[src/rtl/dac_cal_pkg.sv]
package dac_cal_pkg;
  typedef enum logic {
    RANGE_BIPOLAR  = 1'b0,
    RANGE_UNIPOLAR = 1'b1
  } range_e;
endpackage

[src/rtl/cal_product_stage.sv]
// First stage: full-precision gain product plus the additive base term.
module cal_product_stage
  import dac_cal_pkg::*;
#(
  parameter int DATA_W    = 16,
  parameter int COEF_W    = 16,
  parameter int CHAN_W    = 3,
  parameter int OFF_SHIFT = 2,
  parameter int UNI_BIAS  = 32768,
  parameter int LIFT_BIAS = 16384,
  parameter int PROD_W    = DATA_W + COEF_W + 1,
  parameter int BASE_W    = DATA_W + 3
) (
  input  logic                     clk,
  input  logic                     rst,
  input  logic                     in_valid,
  input  logic [DATA_W-1:0]        in_sample,
  input  logic [CHAN_W-1:0]        in_chan,
  input  logic signed [COEF_W-1:0] gain_err,
  input  logic signed [COEF_W-1:0] offset_err,
  input  range_e                   range_sel,
  input  logic                     lift_en,
  output logic                     s1_valid,
  output logic [CHAN_W-1:0]        s1_chan,
  output logic signed [PROD_W-1:0] s1_prod,
  output logic signed [BASE_W-1:0] s1_base
);
  localparam logic signed [BASE_W-1:0] UNI_K  = BASE_W'(UNI_BIAS);
  localparam logic signed [BASE_W-1:0] LIFT_K = BASE_W'(LIFT_BIAS);

  logic signed [PROD_W-1:0] prod_c;
  logic signed [BASE_W-1:0] data_x, off_c, bias_c, base_c;

  always_comb begin
    prod_c = PROD_W'($signed({1'b0, in_sample})) * PROD_W'(gain_err);
    data_x = BASE_W'($signed({1'b0, in_sample}));
    off_c  = BASE_W'(offset_err) >>> OFF_SHIFT;
    bias_c = (range_sel == RANGE_UNIPOLAR) ? UNI_K : '0;
    if (lift_en) bias_c = bias_c + LIFT_K;
    base_c = data_x + off_c + bias_c;
  end

  always_ff @(posedge clk) begin
    if (rst) s1_valid <= 1'b0;
    else     s1_valid <= in_valid;
  end

  always_ff @(posedge clk) begin
    if (in_valid) begin
      s1_chan <= in_chan;
      s1_prod <= prod_c;
      s1_base <= base_c;
    end
  end

  // a negative offset never raises the base above data plus biases
  a_r5_offset_sign: assert property (@(posedge clk) disable iff (rst)
    (in_valid && offset_err < 0) |=> (s1_base < data_x_q + bias_q + 1));

  logic signed [BASE_W-1:0] data_x_q, bias_q;
  always_ff @(posedge clk) begin
    if (in_valid) begin
      data_x_q <= data_x;
      bias_q   <= bias_c;
    end
  end
endmodule

[src/rtl/cal_round_sat.sv]
// Second stage: round the gain term, add the base, clamp and register.
module cal_round_sat #(
  parameter int DATA_W    = 16,
  parameter int CHAN_W    = 3,
  parameter int GAIN_FRAC = 18,
  parameter int PROD_W    = 33,
  parameter int BASE_W    = 19
) (
  input  logic                     clk,
  input  logic                     rst,
  input  logic                     s1_valid,
  input  logic [CHAN_W-1:0]        s1_chan,
  input  logic signed [PROD_W-1:0] s1_prod,
  input  logic signed [BASE_W-1:0] s1_base,
  output logic                     out_valid,
  output logic [DATA_W-1:0]        out_code,
  output logic [CHAN_W-1:0]        out_chan
);
  localparam int SUM_W = PROD_W + 1;
  localparam logic signed [SUM_W-1:0] HALF_K   = SUM_W'(1) <<< (GAIN_FRAC - 1);
  localparam logic signed [SUM_W-1:0] CODE_MAX = SUM_W'((1 << DATA_W) - 1);

  logic signed [SUM_W-1:0] gterm_c, sum_c;
  logic [DATA_W-1:0]       code_c;

  always_comb begin
    gterm_c = (SUM_W'(s1_prod) + HALF_K) >>> GAIN_FRAC;
    sum_c   = SUM_W'(s1_base) + gterm_c;
    if (sum_c < 0)              code_c = '0;
    else if (sum_c > CODE_MAX)  code_c = '1;
    else                        code_c = sum_c[DATA_W-1:0];
  end

  always_ff @(posedge clk) begin
    if (rst) begin
      out_valid <= 1'b0;
      out_code  <= '0;
      out_chan  <= '0;
    end else begin
      out_valid <= s1_valid;
      if (s1_valid) begin
        out_code <= code_c;
        out_chan <= s1_chan;
      end
    end
  end

  // clamp at both ends of the code space
  a_r8_clamp_low: assert property (@(posedge clk) disable iff (rst)
    (s1_valid && sum_c < 0) |=> (out_code == '0));
  a_r8_clamp_high: assert property (@(posedge clk) disable iff (rst)
    (s1_valid && sum_c > CODE_MAX) |=> (&out_code));
  // results hold while no new one arrives
  a_r10_hold: assert property (@(posedge clk) disable iff (rst)
    !s1_valid |=> ($stable(out_code) && $stable(out_chan)));
endmodule

[src/rtl/dac_cal_datapath.sv]
module dac_cal_datapath
  import dac_cal_pkg::*;
#(
  parameter int DATA_W    = 16,
  parameter int COEF_W    = 16,
  parameter int CHAN_W    = 3,
  parameter int GAIN_FRAC = 18,
  parameter int OFF_SHIFT = 2,
  parameter int UNI_BIAS  = 32768,
  parameter int LIFT_BIAS = 16384
) (
  input  logic              clk,
  input  logic              rst,
  input  logic              in_valid,
  input  logic [DATA_W-1:0] in_sample,
  input  logic [CHAN_W-1:0] in_chan,
  input  logic [COEF_W-1:0] gain_err,
  input  logic [COEF_W-1:0] offset_err,
  input  logic              range_sel,
  input  logic              lift_en,
  output logic              out_valid,
  output logic [DATA_W-1:0] out_code,
  output logic [CHAN_W-1:0] out_chan
);
  localparam int PROD_W = DATA_W + COEF_W + 1;
  localparam int BASE_W = DATA_W + 3;

  logic                     s1_valid;
  logic [CHAN_W-1:0]        s1_chan;
  logic signed [PROD_W-1:0] s1_prod;
  logic signed [BASE_W-1:0] s1_base;

  cal_product_stage #(
    .DATA_W(DATA_W), .COEF_W(COEF_W), .CHAN_W(CHAN_W), .OFF_SHIFT(OFF_SHIFT),
    .UNI_BIAS(UNI_BIAS), .LIFT_BIAS(LIFT_BIAS), .PROD_W(PROD_W), .BASE_W(BASE_W)
  ) i_prod (
    .clk(clk), .rst(rst), .in_valid(in_valid), .in_sample(in_sample),
    .in_chan(in_chan), .gain_err($signed(gain_err)), .offset_err($signed(offset_err)),
    .range_sel(range_e'(range_sel)), .lift_en(lift_en),
    .s1_valid(s1_valid), .s1_chan(s1_chan), .s1_prod(s1_prod), .s1_base(s1_base)
  );

  cal_round_sat #(
    .DATA_W(DATA_W), .CHAN_W(CHAN_W), .GAIN_FRAC(GAIN_FRAC),
    .PROD_W(PROD_W), .BASE_W(BASE_W)
  ) i_rsat (
    .clk(clk), .rst(rst), .s1_valid(s1_valid), .s1_chan(s1_chan),
    .s1_prod(s1_prod), .s1_base(s1_base),
    .out_valid(out_valid), .out_code(out_code), .out_chan(out_chan)
  );

  // fixed two-edge latency, no spurious results
  a_r1_latency: assert property (@(posedge clk) disable iff (rst)
    in_valid |=> ##1 out_valid);
  a_r1_no_spurious: assert property (@(posedge clk) disable iff (rst)
    out_valid |-> $past(in_valid, 2));
  // neutral settings pass the sample straight through
  a_r3_identity: assert property (@(posedge clk) disable iff (rst)
    (in_valid && !range_sel && !lift_en && gain_err == '0 && offset_err == '0)
      |=> ##1 (out_code == $past(in_sample, 2)));
  // channel tag follows its sample
  a_r9_chan_tag: assert property (@(posedge clk) disable iff (rst)
    in_valid |=> ##1 (out_chan == $past(in_chan, 2)));
endmodule

[config.mk]
export PLATFORM = sky130hd
export DESIGN_NAME = dac_cal_datapath
export DESIGN_NICKNAME = d
export VERILOG_FILES = /design/src/rtl/dac_cal_pkg.sv /design/src/rtl/cal_product_stage.sv /design/src/rtl/cal_round_sat.sv /design/src/rtl/dac_cal_datapath.sv
export SDC_FILE = /design/constraint.sdc
export NUM_CORES = 1
export LEC_CHECK = 0
export CAP_MARGIN = 20
export CORE_AREA = 5 5 149 165
export DETAILED_ROUTE_END_ITERATION = 16
export DIE_AREA = 0 0 154 170
export GPL_ROUTABILITY_DRIVEN = 0
export PLACE_DENSITY_LB_ADDON = 0.2
export SYNTH_ARGS = -nofsm -noshare
export SYNTH_HDL_FRONTEND = slang
export SYNTH_HIERARCHICAL = 1
export SYNTH_SLANG_ARGS = --single-unit
[constraint.sdc]
create_clock -name clk -period 8.65 [get_ports clk]
set_clock_uncertainty 0.1 [all_clocks]
set_input_delay 1.2975 -clock clk [delete_from_list [all_inputs] [get_ports clk]]
set_output_delay 1.2975 -clock clk [all_outputs]
set_load 0.02 [all_outputs]
==> results.cfg <==
[die]
initial_core_util_pct = 56.2
die_h_um = 170
core_um2 = 22600
row_count = 58
die-area_um2 = 26200
ios = 76
die_w_um = 154

[grt]
grt_max_degree = 40
gr-total-overflow = 0
grt_pass1_wl_mm = 49.1
grt_use_total_pct = 23.0
first_global_vias = 10300
antenna_found_initial = 0

[sta]
hold_ws_ps = 379
layout_min_cycle_time_ps = 7840
period_share_pct = 90.7
timing.fmax_mhz = 127
tightestPinTransition_ps = 854
fin_tns_setup_ps = 0
relSlewSlack_pct = 43.1
hold_violations = 0
rsz0062_at_grt = false
finalMaxSlewViolations = 0
setup_viol = 0

[setup_path]
crit_fanout = 13
endpoint_kind = register
required_ps = 8630
r2r_slack_ps = 4390
start_kind = primary input
crit_arrival_ps = 7830
worstSetupPathType = primary input to register

[clock_network]
insertion_delay_ps = 330
post_cts_buffers = 0
cts.clk_slew.worst_paths_ps = 50
ctsResizeCount = 0
cts_sinks = 59
cts_tree = yes
h-tree-depth = 3
cts_root_buf = clkbuf_16
clk_path_buf_depth = 2
cts-hold-fix-buffers = 0
cts_inserted_buffers = 9

[pwr]
pwr-share-seq_pct = 10.7
power.total_w = 0.00545
power_leakage_nw = 6.94
power_switching_w = 0.00277
pwr-share-comb_pct = 82.6
p_sw_share_pct = 50.9
ir_drop_mv = 0.280
pwr-share-clk_pct = 6.8
p_int_w = 0.00267
p_per_area_nw_per_um2 = 385

[worst_hold_path]
hold_class = register to register

[finish]
diodes = 0
regArea_um2 = 1560
drive_gt1_share_pct = 3.85
area_growth_syn_to_layout_pct = 11.2
multiInputGateArea_um2 = 10000
nFillCells = 1953
nNetsFinal = 1877

[routing]
drc = 0
routed_wl_mm = 28.8
route.vias.total = 9601
vias_per_cell = 5.48
dr.pass1.iters = 4
antenna_left = 0
drt_iter0_markers = 466
wl_per_cell_um = 16.4

[logic_synthesis]
synth_nets = 1816
ys_warn_count = 6
netlist_area_um2 = 12700
synthCells = 1387
syn-mean-instance-area_um2 = 9.17

[place]
dp_hpwl_mm = 24.3
port_buffers = 73

[flow_run]
cap_violations = 0

[outcome]
outcome = completed
## final timing paths
path                               startpoint                          endpoint  cells past startpoint
max                              in_sample[5]      i_prod/s1_prod[32]$_DFFE_PP_                     21
min          i_rsat/out_code[11]$_SDFFE_PP0P_  i_rsat/out_code[11]$_SDFFE_PP0P_                      2
max reg2reg      i_prod/s1_prod[19]$_DFFE_PP_   i_rsat/out_code[7]$_SDFFE_PP0P_                     13
min reg2reg  i_rsat/out_code[11]$_SDFFE_PP0P_  i_rsat/out_code[11]$_SDFFE_PP0P_                      2
## cell usage in the layout (no fill, tap or decap), drive strengths merged, types with 23 or more instances in the layout
master / instances
nand2: 154
buf: 27
nor2: 62
xnor2: 39
ha: 175
and2: 126
clkdlybuf4s50: 72
a21oi: 46
fa: 198
inv: 258
edfxtp: 38
o21ai: 23
## per-layer routing
metal	vias up	share of wire [%]	track usage [%]
met5	-	0	0
met4	0	2.1	5.57
met3	52	4.6	3.51
met2	233	51	41.7
met1	4771	42	28.9
li1	4545	-	-
## through the flow
| step | area [µm²] | worst slack, ps | util [%] | instances |
|---|---|---|---|---|
| 5_1_grt | 14100 | 503 | 62.4 | 1753 |
| 3_5_place_dp | 13800 | 452 | 61.1 | 1737 |
| 4_1_cts | 14100 | 805 | 62.4 | 1753 |
| 2_1_floorplan | 12700 | 1450 | - | 1387 |
| 6_report | 14100 | 806 | 62.4 | 1753 |
| 3_3_place_gp | 13800 | 532 | 61.1 | 1737 |
## power by group through the flow
stage	Combinational [W]	Clock (W)	Sequential (W)
detailed placement	0.00450	0	0.000586
global placement	0.00441	0	0.000581
global route	0.00521	0.000391	0.000592
CTS	0.00454	0.000377	0.000581
floorplan	0.00357	0	0.000602
finish	0.00450	0.000370	0.000580
## layout make-up
cell class              count  share of cell area [%]
multi-input cells        1022                    70.8
clock inverters             4                   0.319
well taps                 300                    2.65
inverters                 257                    6.82
repair buffers             99                    6.51
flip-flops and latches     59                    11.0
clock buffers              12                    1.89
## critical path: stages
cell,delay [ps]
clkdlybuf4s50_1,830
and2_1,360
fa_1,530
inv_1,60
fa_1,560
fa_1,430
fa_1,490
inv_1,50
fa_1,530
inv_1,50
fa_1,520
inv_1,40
ha_1,320
a21oi_1,140
o21ai_0,170
nor2_1,200
a211oi_2,110
o2111ai_2,230
a41oi_4,210
or4_1,520
and3_1,170
## flip-flops by register name, indices dropped and copies added (netlist names)
name	count
i_prod/s1_base	19
i_rsat/out_valid	1
i_prod/s1_prod	16
i_rsat/out_code	16
i_prod/s1_chan	3
i_prod/s1_valid	1
i_rsat/out_chan	3
(Power assumes the default switching activity.)
